## src/rtl/srx_pkg.sv

```systemverilog
package srx_pkg;

    // Receiver sequencing states
    typedef enum logic [1:0] {
        RX_IDLE  = 2'd0,
        RX_START = 2'd1,
        RX_DATA  = 2'd2,
        RX_STOP  = 2'd3
    } rx_state_t;

    // Clock ticks per bit are the divider times 2**TICK_SHIFT
    localparam int TICK_SHIFT = 3;

    // Outcome of a stop-bit sample
    typedef struct packed {
        logic done;     // stop bit sampled this cycle
        logic good;     // stop bit was high
    } stop_evt_t;

    function automatic int idx_width(input int n);
        return (n > 1) ? $clog2(n) : 1;
    endfunction

endpackage

```

## src/rtl/srx_sync.sv

```systemverilog
module srx_sync #(
    parameter int   STAGES     = 2,
    parameter logic RESET_LEVEL = 1'b1
) (
    input  logic clk,
    input  logic rst,
    input  logic din,
    output logic dout
);

    logic [STAGES-1:0] chain;

    for (genvar i = 0; i < STAGES; i++) begin : g_stage
        if (i == 0) begin : g_first
            always_ff @(posedge clk) begin
                if (rst) chain[0] <= RESET_LEVEL;
                else     chain[0] <= din;
            end
        end else begin : g_next
            always_ff @(posedge clk) begin
                if (rst) chain[i] <= RESET_LEVEL;
                else     chain[i] <= chain[i-1];
            end
        end
    end

    assign dout = chain[STAGES-1];

endmodule

```

## src/rtl/srx_bit_timer.sv

```systemverilog
module srx_bit_timer #(
    parameter int CW = 19
) (
    input  logic          clk,
    input  logic          rst,
    input  logic          load,
    input  logic [CW-1:0] load_val,
    output logic          expired
);

    logic [CW-1:0] cnt;

    always_ff @(posedge clk) begin
        if (rst)               cnt <= '0;
        else if (load)         cnt <= load_val;
        else if (cnt != '0)    cnt <= cnt - CW'(1);
    end

    assign expired = (cnt == '0);

endmodule

```

## src/rtl/srx_out_slot.sv

```systemverilog
module srx_out_slot #(
    parameter int W = 8
) (
    input  logic         clk,
    input  logic         rst,
    input  logic         push,
    input  logic [W-1:0] push_data,
    input  logic         ready,
    output logic         valid,
    output logic [W-1:0] data,
    output logic         overrun
);

    logic take;
    logic room;

    assign take = valid & ready;
    assign room = ~valid | take;

    always_ff @(posedge clk) begin
        if (rst) begin
            valid   <= 1'b0;
            data    <= '0;
            overrun <= 1'b0;
        end else begin
            overrun <= push & ~room;
            if (push && room) begin
                valid <= 1'b1;
                data  <= push_data;
            end else if (take) begin
                valid <= 1'b0;
            end
        end
    end

endmodule

```

## src/rtl/serial_rx_stream.sv

```systemverilog
module serial_rx_stream
    import srx_pkg::*;
#(
    parameter int DATA_WIDTH = 8,
    parameter int PRESCALE_W = 16
) (
    input  logic                  clk,
    input  logic                  rst,
    input  logic                  rx_serial,
    input  logic [PRESCALE_W-1:0] baud_div,
    output logic [DATA_WIDTH-1:0] out_data,
    output logic                  out_valid,
    input  logic                  out_ready,
    output logic                  busy,
    output logic                  err_overrun,
    output logic                  err_frame
);

    localparam int CW = PRESCALE_W + TICK_SHIFT;
    localparam int IW = idx_width(DATA_WIDTH);

    logic                  rx_s;
    logic                  rx_prev;
    logic                  fall;
    logic [PRESCALE_W-1:0] div_eff;
    logic [CW-1:0]         bit_len;
    logic [CW-1:0]         half_len;

    rx_state_t             state, state_n;
    logic [IW-1:0]         bit_idx, bit_idx_n;
    logic [DATA_WIDTH-1:0] shreg, shreg_n;
    logic                  t_load;
    logic [CW-1:0]         t_val;
    logic                  t_exp;
    stop_evt_t             stop_evt;
    logic                  frame_q;

    srx_sync #(.STAGES(2), .RESET_LEVEL(1'b1)) u_sync (
        .clk  (clk),
        .rst  (rst),
        .din  (rx_serial),
        .dout (rx_s)
    );

    always_ff @(posedge clk) begin
        if (rst) rx_prev <= 1'b1;
        else     rx_prev <= rx_s;
    end

    assign fall     = rx_prev & ~rx_s;
    assign div_eff  = (baud_div == '0) ? PRESCALE_W'(1) : baud_div;
    assign bit_len  = {div_eff, {TICK_SHIFT{1'b0}}} - CW'(1);
    assign half_len = {1'b0, div_eff, {(TICK_SHIFT-1){1'b0}}} - CW'(1);

    srx_bit_timer #(.CW(CW)) u_timer (
        .clk      (clk),
        .rst      (rst),
        .load     (t_load),
        .load_val (t_val),
        .expired  (t_exp)
    );

    always_comb begin
        state_n   = state;
        bit_idx_n = bit_idx;
        shreg_n   = shreg;
        t_load    = 1'b0;
        t_val     = bit_len;
        stop_evt  = '0;
        case (state)
            RX_IDLE: begin
                if (fall) begin
                    state_n = RX_START;
                    t_load  = 1'b1;
                    t_val   = half_len;
                end
            end
            RX_START: begin
                if (t_exp) begin
                    if (!rx_s) begin
                        state_n   = RX_DATA;
                        bit_idx_n = '0;
                        t_load    = 1'b1;
                    end else begin
                        state_n = RX_IDLE;
                    end
                end
            end
            RX_DATA: begin
                if (t_exp) begin
                    shreg_n = {rx_s, shreg[DATA_WIDTH-1:1]};
                    t_load  = 1'b1;
                    if (bit_idx == IW'(DATA_WIDTH - 1)) begin
                        state_n = RX_STOP;
                    end else begin
                        bit_idx_n = bit_idx + IW'(1);
                    end
                end
            end
            RX_STOP: begin
                if (t_exp) begin
                    state_n       = RX_IDLE;
                    stop_evt.done = 1'b1;
                    stop_evt.good = rx_s;
                end
            end
            default: state_n = RX_IDLE;
        endcase
    end

    always_ff @(posedge clk) begin
        if (rst) begin
            state   <= RX_IDLE;
            bit_idx <= '0;
            shreg   <= '0;
            frame_q <= 1'b0;
        end else begin
            state   <= state_n;
            bit_idx <= bit_idx_n;
            shreg   <= shreg_n;
            frame_q <= stop_evt.done & ~stop_evt.good;
        end
    end

    srx_out_slot #(.W(DATA_WIDTH)) u_slot (
        .clk       (clk),
        .rst       (rst),
        .push      (stop_evt.done & stop_evt.good),
        .push_data (shreg),
        .ready     (out_ready),
        .valid     (out_valid),
        .data      (out_data),
        .overrun   (err_overrun)
    );

    assign busy      = (state != RX_IDLE);
    assign err_frame = frame_q;

endmodule

```

## config.mk

```make
export PLATFORM = sky130hd
export DESIGN_NAME = serial_rx_stream
export DESIGN_NICKNAME = d
export VERILOG_FILES = /design/src/rtl/srx_pkg.sv /design/src/rtl/srx_sync.sv /design/src/rtl/srx_bit_timer.sv /design/src/rtl/srx_out_slot.sv /design/src/rtl/serial_rx_stream.sv
export SDC_FILE = /design/constraint.sdc
export NUM_CORES = 1
export LEC_CHECK = 0
export BUFFER_PORTS_ARGS = -buffer_cell sky130_fd_sc_hd__buf_2
export CAP_MARGIN = 15
export CORE_ASPECT_RATIO = 0.75
export CORE_MARGIN = 3
export CORE_UTILIZATION = 50
export DETAILED_ROUTE_END_ITERATION = 7
export PLACE_DENSITY = 0.68
export SYNTH_ARGS = -nofsm -noshare
export SYNTH_HDL_FRONTEND = slang
export SYNTH_SLANG_ARGS = --single-unit
export TNS_END_PERCENT = 50
```

## constraint.sdc

```tcl
create_clock -name clk -period 3.8 [get_ports clk]
set_clock_uncertainty 0.15 [all_clocks]
set_input_delay 0.76 -clock clk [delete_from_list [all_inputs] [get_ports clk]]
set_output_delay 0.76 -clock clk [all_outputs]
set_load 0.01 [all_outputs]
```

==> results.toml, run 1 <==
[layout]
fin_area_sq_mm = 0.00309
drive_gt1_share_pct = 21.7
antennaDiodeCount = 0
area_growth_pct = 13.8
layout.area.seq_sq_um = 921
post-route-util_pct = 61.1
num-fill-cells = 470
final_nets = 378
multiInputGateArea_sq_mm = 0.00169

[worst_hold_path]
hp-start = "u_sync.chain[0]$_SDFF_PP1_"
hold_end = "u_sync.dout$_SDFF_PP1_"
hold_path.class = "reg2reg"
hold_depth = 1

[grt]
grt_pass1_wl_mm = 11.1
track_usage_pct = 21.0
antenna_found_initial = 0
overflow = 0
grt_pass1_vias = 2237
grt_max_degree = 41

[floorplan]
die_y_microns = 69.9
fp.coreArea_sq_mm = 0.00506
start_util_pct = 53.7
io_pins = 32
dieArea_sq_mm = 0.00637
rows = 22
die_w_microns = 91.2

[detailed_routing]
drt_iter0_markers = 209
vias_per_cell = 5.88
routedWlPerCell_microns = 15.7
first_pass_iters = 5
ant_nets = 0
drc_errors = 0
totalWireLength_mm = 6.71
vias = 2510

[timing]
fin_setup_tns_ns = 0
setup_viol = 0
max_freq_ghz = 0.331
report.final.slew_viol_count = 0
tightest_slew_ns = 0.847
rsz0062_at_grt = "false"
hold_viol_final = 0
layout_min_cycle_time_ns = 3.02
relSlewSlack_pct = 43.1
period_share_pct = 79.6

[clock_tree]
hold_buffers = 0
cts_resized = 0
clk_path_buf_depth = 2
cts.reportedPaths.clkPinSlew_ns = 0.09
cts_tree = "done"
clock-sinks = 46
h-tree-depth = 2
clock_latency_ns = 0.30
clock-root-buffer = "clkbuf_8"
cts_inserted_buffers = 5
post-cts-setup-buffer-count = 0

[yosys]
synth_area_sq_mm = 0.00272
syn_nets = 349
async_flop_share_pct = 0
ys_ff_latch = 46
ys_warn_count = 0
synth_edf_count = 0
synth_cells = 325
ys_seq_area_share_pct = 33.9
yosysMostFrequentCell = "dfxtp_1"
synth_cell_types = 59
syn_area_per_cell_sq_um = 8.37
netlist_top_cells_area = "dfxtp_1, xnor2_1, a21oi_1"
synthFlopType = "dfxtp_1"
yosys.area.top_type = "dfxtp_1"
synth_common_cells = "dfxtp_1, nor2_1, nand2_1, a21oi_1, xnor2_1"
synth_top_area_share_pct = 33.9

[power_and_ir_drop]
leakagePower_nw = 1.09
p_total_mw = 1.97
peakVddDrop_mv = 0.494
power_density_mw_per_mm2 = 636

[worst_setup_path]
crit_family = "simple AND/OR/NAND/NOR gates"
worst_setup_path_end_kind = "register"
cp_max_fo = 9
r2r_start = "u_timer.cnt[0]$_SDFFE_PP0P_"
critical_path.slowest_cell = "nor3b_1"
crit_path_start_kind = "input port"
max_stage_delay_ns = 0.52
r2r_cells = 7
worstPathCellList = "buf_2 -> nor4_1 -> buf_4 -> and4_1 -> nor2_1 -> ha_1 -> nor3b_1 -> nand4_1 -> xnor2_1 -> o22ai_1 -> a211oi_1"
rr_endpoint = "u_timer.cnt[5]$_SDFFE_PP0P_"
r2r_slack_ns = 0.99
cp.required_ns = 3.87
arrival_ns = 3.10
path_buf_inv = 2
path_class = "in2reg"

[job]
cap_violations = 0

[place]
globalplace.congestion = 0.902
io_buffers = 31
post_dp_cell_area_sq_mm = 0.00295
dp.final_hpwl_mm = 4.98

[outcome]
status = "completed"
[registers in the layout, indices dropped and copies added, names as in the netlist, named ones only]
signal / cells
u_timer.cnt: 19
shreg: 8
u_slot.data: 8
bit_idx: 3
err_frame: 1
rx_prev: 1
state: 1
u_slot.overrun: 1
u_slot.valid: 1
u_sync.chain: 1
u_sync.dout: 1
[placed cells by master, fill, tap and decap left out, drive strengths merged, types with 5 or more instances in the layout]
cell	count
o21ai	6
inv	7
xnor2	16
a21oi	24
nor2	32
or2	8
a31oi	5
dfxtp	46
xor2	6
nor4	14
nand2	29
mux2i	11
nor3	11
nand4	6
buf	40
nand2b	6
nand3	7
a211oi	14
clkbuf	6
a22oi	5
[worst max-delay path by stage]
| stage | cells after the start | end | slack (ns) | from |
|---|---|---|---|---|
| 2_1_floorplan | 10 | u_timer.cnt[9]$_SDFFE_PP0P_ | 0.66 | baud_div[8] |
| 3_3_place_gp | 11 | u_timer.cnt[9]$_SDFFE_PP0P_ | 0.60 | baud_div[5] |
| 3_5_place_dp | 11 | u_timer.cnt[17]$_SDFFE_PP0P_ | 0.53 | baud_div[5] |
| 4_1_cts | 11 | u_timer.cnt[9]$_SDFFE_PP0P_ | 0.81 | baud_div[5] |
| 5_1_grt | 10 | u_timer.cnt[15]$_SDFFE_PP0P_ | 0.53 | baud_div[5] |
| 6_report | 11 | u_timer.cnt[17]$_SDFFE_PP0P_ | 0.78 | baud_div[5] |
[layout make-up]
class	instances	area share, %
sequential	46	29.8
timing repair buffer	40	7.20
tap	72	2.91
clock inverter	2	1.94
clock buffer	6	2.67
multi-input combinational	254	54.7
inverter	7	0.850
[stage by stage]
step	worst slack, ns	instances	hold slack (ns)
2_1_floorplan	0.660	325	0.239
3_3_place_gp	0.603	419	0.245
3_5_place_dp	0.527	419	0.253
4_1_cts	0.814	427	0.276
5_1_grt	0.533	427	0.307
6_report	0.777	427	0.271
[cell families (layout without fill, tap and decap cells)]
kind of cell | Yosys count | in the layout | synth area share [%]
muxes | 15 | 15 | 5.71
and+or+nand+nor | 141 | 141 | 29.5
buffers and inverters | 25 | 55 | 4.19
AOI/OAI and AO/OA | 72 | 72 | 17.8
xor gates and xnor gates | 22 | 22 | 7.09
adders and majority gates | 4 | 4 | 1.84
DFF | 46 | 46 | 33.9
[power breakdown]
part           switching [mW]  leakage [nW]  internal [mW]
registers               0.107         0.375          0.568
clock network           0.165        0.0714          0.280
logic                   0.500         0.649          0.346
total                   0.772          1.09           1.19
[per-layer routing]
metal | up-vias | global-route usage [%] | wire [microns]
li1 | 1257 | - | -
met1 | 1166 | 34.0 | 3470
met2 | 85 | 28.1 | 2730
met3 | 2 | 4.95 | 499
met4 | 0 | 2.51 | 17
met5 | - | 0 | 0
No activity file was read; power rests on OpenSTA's default activity.
==> run 2, diff against run 1 <==
- clock period: 3.8 -> 2.9 ns (I/O delays scaled with it)
==> run 2 against run 1 <==
  * Routed wire length rose by 0.63%
  * Total power rose by 24%
  * Clock-buffer cell count fell by 1
  * Largest cell class unchanged
  * Largest power group unchanged
  * Via count rose by 2.4%
  * Combinational power rose by 41%
  * Sequential share of layout area fell by 0.65 points
  * Critical path depth fell by 1
  * First-iteration DRC count fell by 17%
==> results.toml, run 2 (synthesis results as in run 1) <==
[timing]
period_share_pct = 87.7
layout_min_cycle_time_ns = 2.54
max_freq_ghz = 0.393
setup_viol = 0
rsz0062_at_grt = "false"
fin_setup_tns_ns = 0
report.final.slew_viol_count = 0
hold_viol_final = 0
tightest_slew_ns = 0.733
relSlewSlack_pct = 51.1

[worst_setup_path]
critical_path.slowest_cell = "or3b_2"
cp_max_fo = 5
crit_path_start_kind = "input port"
cp.required_ns = 2.95
crit_path_end = "u_timer.cnt[9]$_SDFFE_PP0P_"
cp-startpoint = "baud_div[1]"
r2r_slack_ns = 0.37
r2r_cells = 7
r2r_start = "u_timer.cnt[0]$_SDFFE_PP0P_"
rr_endpoint = "bit_idx[0]$_SDFFE_PP0P_"
arrival_ns = 2.60
path_class = "in2reg"
max_stage_delay_ns = 0.52
worstPathCellList = "buf_2 -> nor4_1 -> and4_1 -> nor2_1 -> ha_1 -> or3b_2 -> nor3_1 -> xor2_1 -> a22oi_1 -> a211oi_1"
worst_setup_path_end_kind = "register"

[layout]
top_regs = "u_timer.cnt (19), shreg (8), u_slot.data (8)"
final-instance-count-excl-fill = 442
final_nets = 394
post-route-util_pct = 62.4
final_cell_mix = "dfxtp_1, nor2_1, buf_2"
antennaDiodeCount = 0
drive_gt1_share_pct = 25.4
largest-register = "u_timer.cnt"
largest_reg_flops = 19
layout_commonest_cell = "dfxtp_1"
area_growth_pct = 16.3

[grt]
grt_max_degree = 41
track_usage_pct = 21.2
overflow = 0
antenna_found_initial = 0
grt_pass1_wl_mm = 11.3
grt_pass1_vias = 2297

[clock_tree]
cts.reportedPaths.clkPinSlew_ns = 0.08
cts_inserted_buffers = 5
cts_tree = "done"
post-cts-setup-buffer-count = 0
clock-root-buffer = "clkbuf_8"
clock-sinks = 46
cts_resized = 0
h-tree-depth = 2
clock_latency_ns = 0.29
clk_path_buf_depth = 2
hold_buffers = 0

[outcome]
status = "completed"

[detailed_routing]
drc_errors = 0
vias_per_cell = 5.81
first_pass_iters = 4
routedWlPerCell_microns = 15.3
ant_nets = 0
drt_iter0_markers = 174
totalWireLength_mm = 6.76
vias = 2570

[power_and_ir_drop]
peakVddDrop_mv = 0.613
leakagePower_nw = 1.14
power_density_mw_per_mm2 = 773

[floorplan]
rows = 22
io_pins = 32
fp.coreArea_sq_mm = 0.00506
dieArea_sq_mm = 0.00637
die_y_microns = 69.9
start_util_pct = 53.7
die_w_microns = 91.2

[worst_hold_path]
hold_path.class = "reg2reg"

[place]
io_buffers = 31
dp.cells = 435
globalplace.congestion = 0.891
dp.final_hpwl_mm = 5.11

[job]
cap_violations = 0
run 2: cell types whose count changed in the layout (fill, tap and decap cells not counted):
| cell | previous run | this run |
|---|---|---|
| clkinv_2 | 0 | 2 |
| nor4_2 | 1 | 3 |
| clkbuf_8 | 6 | 5 |
| nor4_1 | 12 | 10 |
| bufinv_16 | 2 | 0 |
| buf_4 | 9 | 25 |
run 2: area by class of cell:
| type | instances | area (sq um) |
|---|---|---|
| Clock buffer | 5 | 68.8 |
| Inverter | 7 | 26.3 |
| Tap cell | 72 | 90.1 |
| Timing Repair Buffer | 56 | 343 |
| Multi-Input combinational cell | 254 | 1700 |
| Clock inverter | 2 | 10.0 |
| Fill cell | 472 | 1900 |
| Sequential cell | 46 | 921 |
run 2: critical path, delay by kind of cell:
kind	cells	cell delay, ns
AOI/OAI and AO/OA	2	0.31
xor gates and xnor gates	1	0.21
adders and majority gates	1	0.22
buffers and inverters	1	0.13
and+or+nand+nor	5	1.14
run 2: report_power, final:
group | internal (mW) | switching, mW
Sequential | 0.744 | 0.134
Combinational | 0.545 | 0.650
Clock | 0.162 | 0.208
Total | 1.45 | 0.991
run 2: stage by stage:
step | hold slack [ns] | setup slack (ns) | total power [mW] | area, sq um
floorplan | 0.239 | 0.00908 | 1.70 | 2730
global placement | 0.247 | 0.130 | 2.06 | 3080
detailed placement | 0.248 | 0.0720 | 2.05 | 3080
CTS | 0.272 | 0.353 | 2.43 | 3160
global route | 0.308 | 0.169 | 2.61 | 3160
finish | 0.268 | 0.356 | 2.44 | 3160
run 2: worst min path at each step:
stage	cells past startpoint	slack, ns	endpoint	startpoint
floorplan	1	0.24	u_sync.dout$_SDFF_PP1_	u_sync.chain[0]$_SDFF_PP1_
global placement	1	0.25	u_sync.dout$_SDFF_PP1_	u_sync.chain[0]$_SDFF_PP1_
detailed placement	1	0.25	u_sync.dout$_SDFF_PP1_	u_sync.chain[0]$_SDFF_PP1_
CTS	1	0.27	u_sync.dout$_SDFF_PP1_	u_sync.chain[0]$_SDFF_PP1_
global route	1	0.31	u_sync.dout$_SDFF_PP1_	u_sync.chain[0]$_SDFF_PP1_
finish	1	0.27	u_sync.dout$_SDFF_PP1_	u_sync.chain[0]$_SDFF_PP1_
run 2: metal layers:
metal	wire, microns	GRT usage [%]	vias up
li1	-	-	1286
met1	3450	33.0	1216
met2	2820	31.1	66
met3	473	4.41	2
met4	13	1.67	0
met5	0	0	-
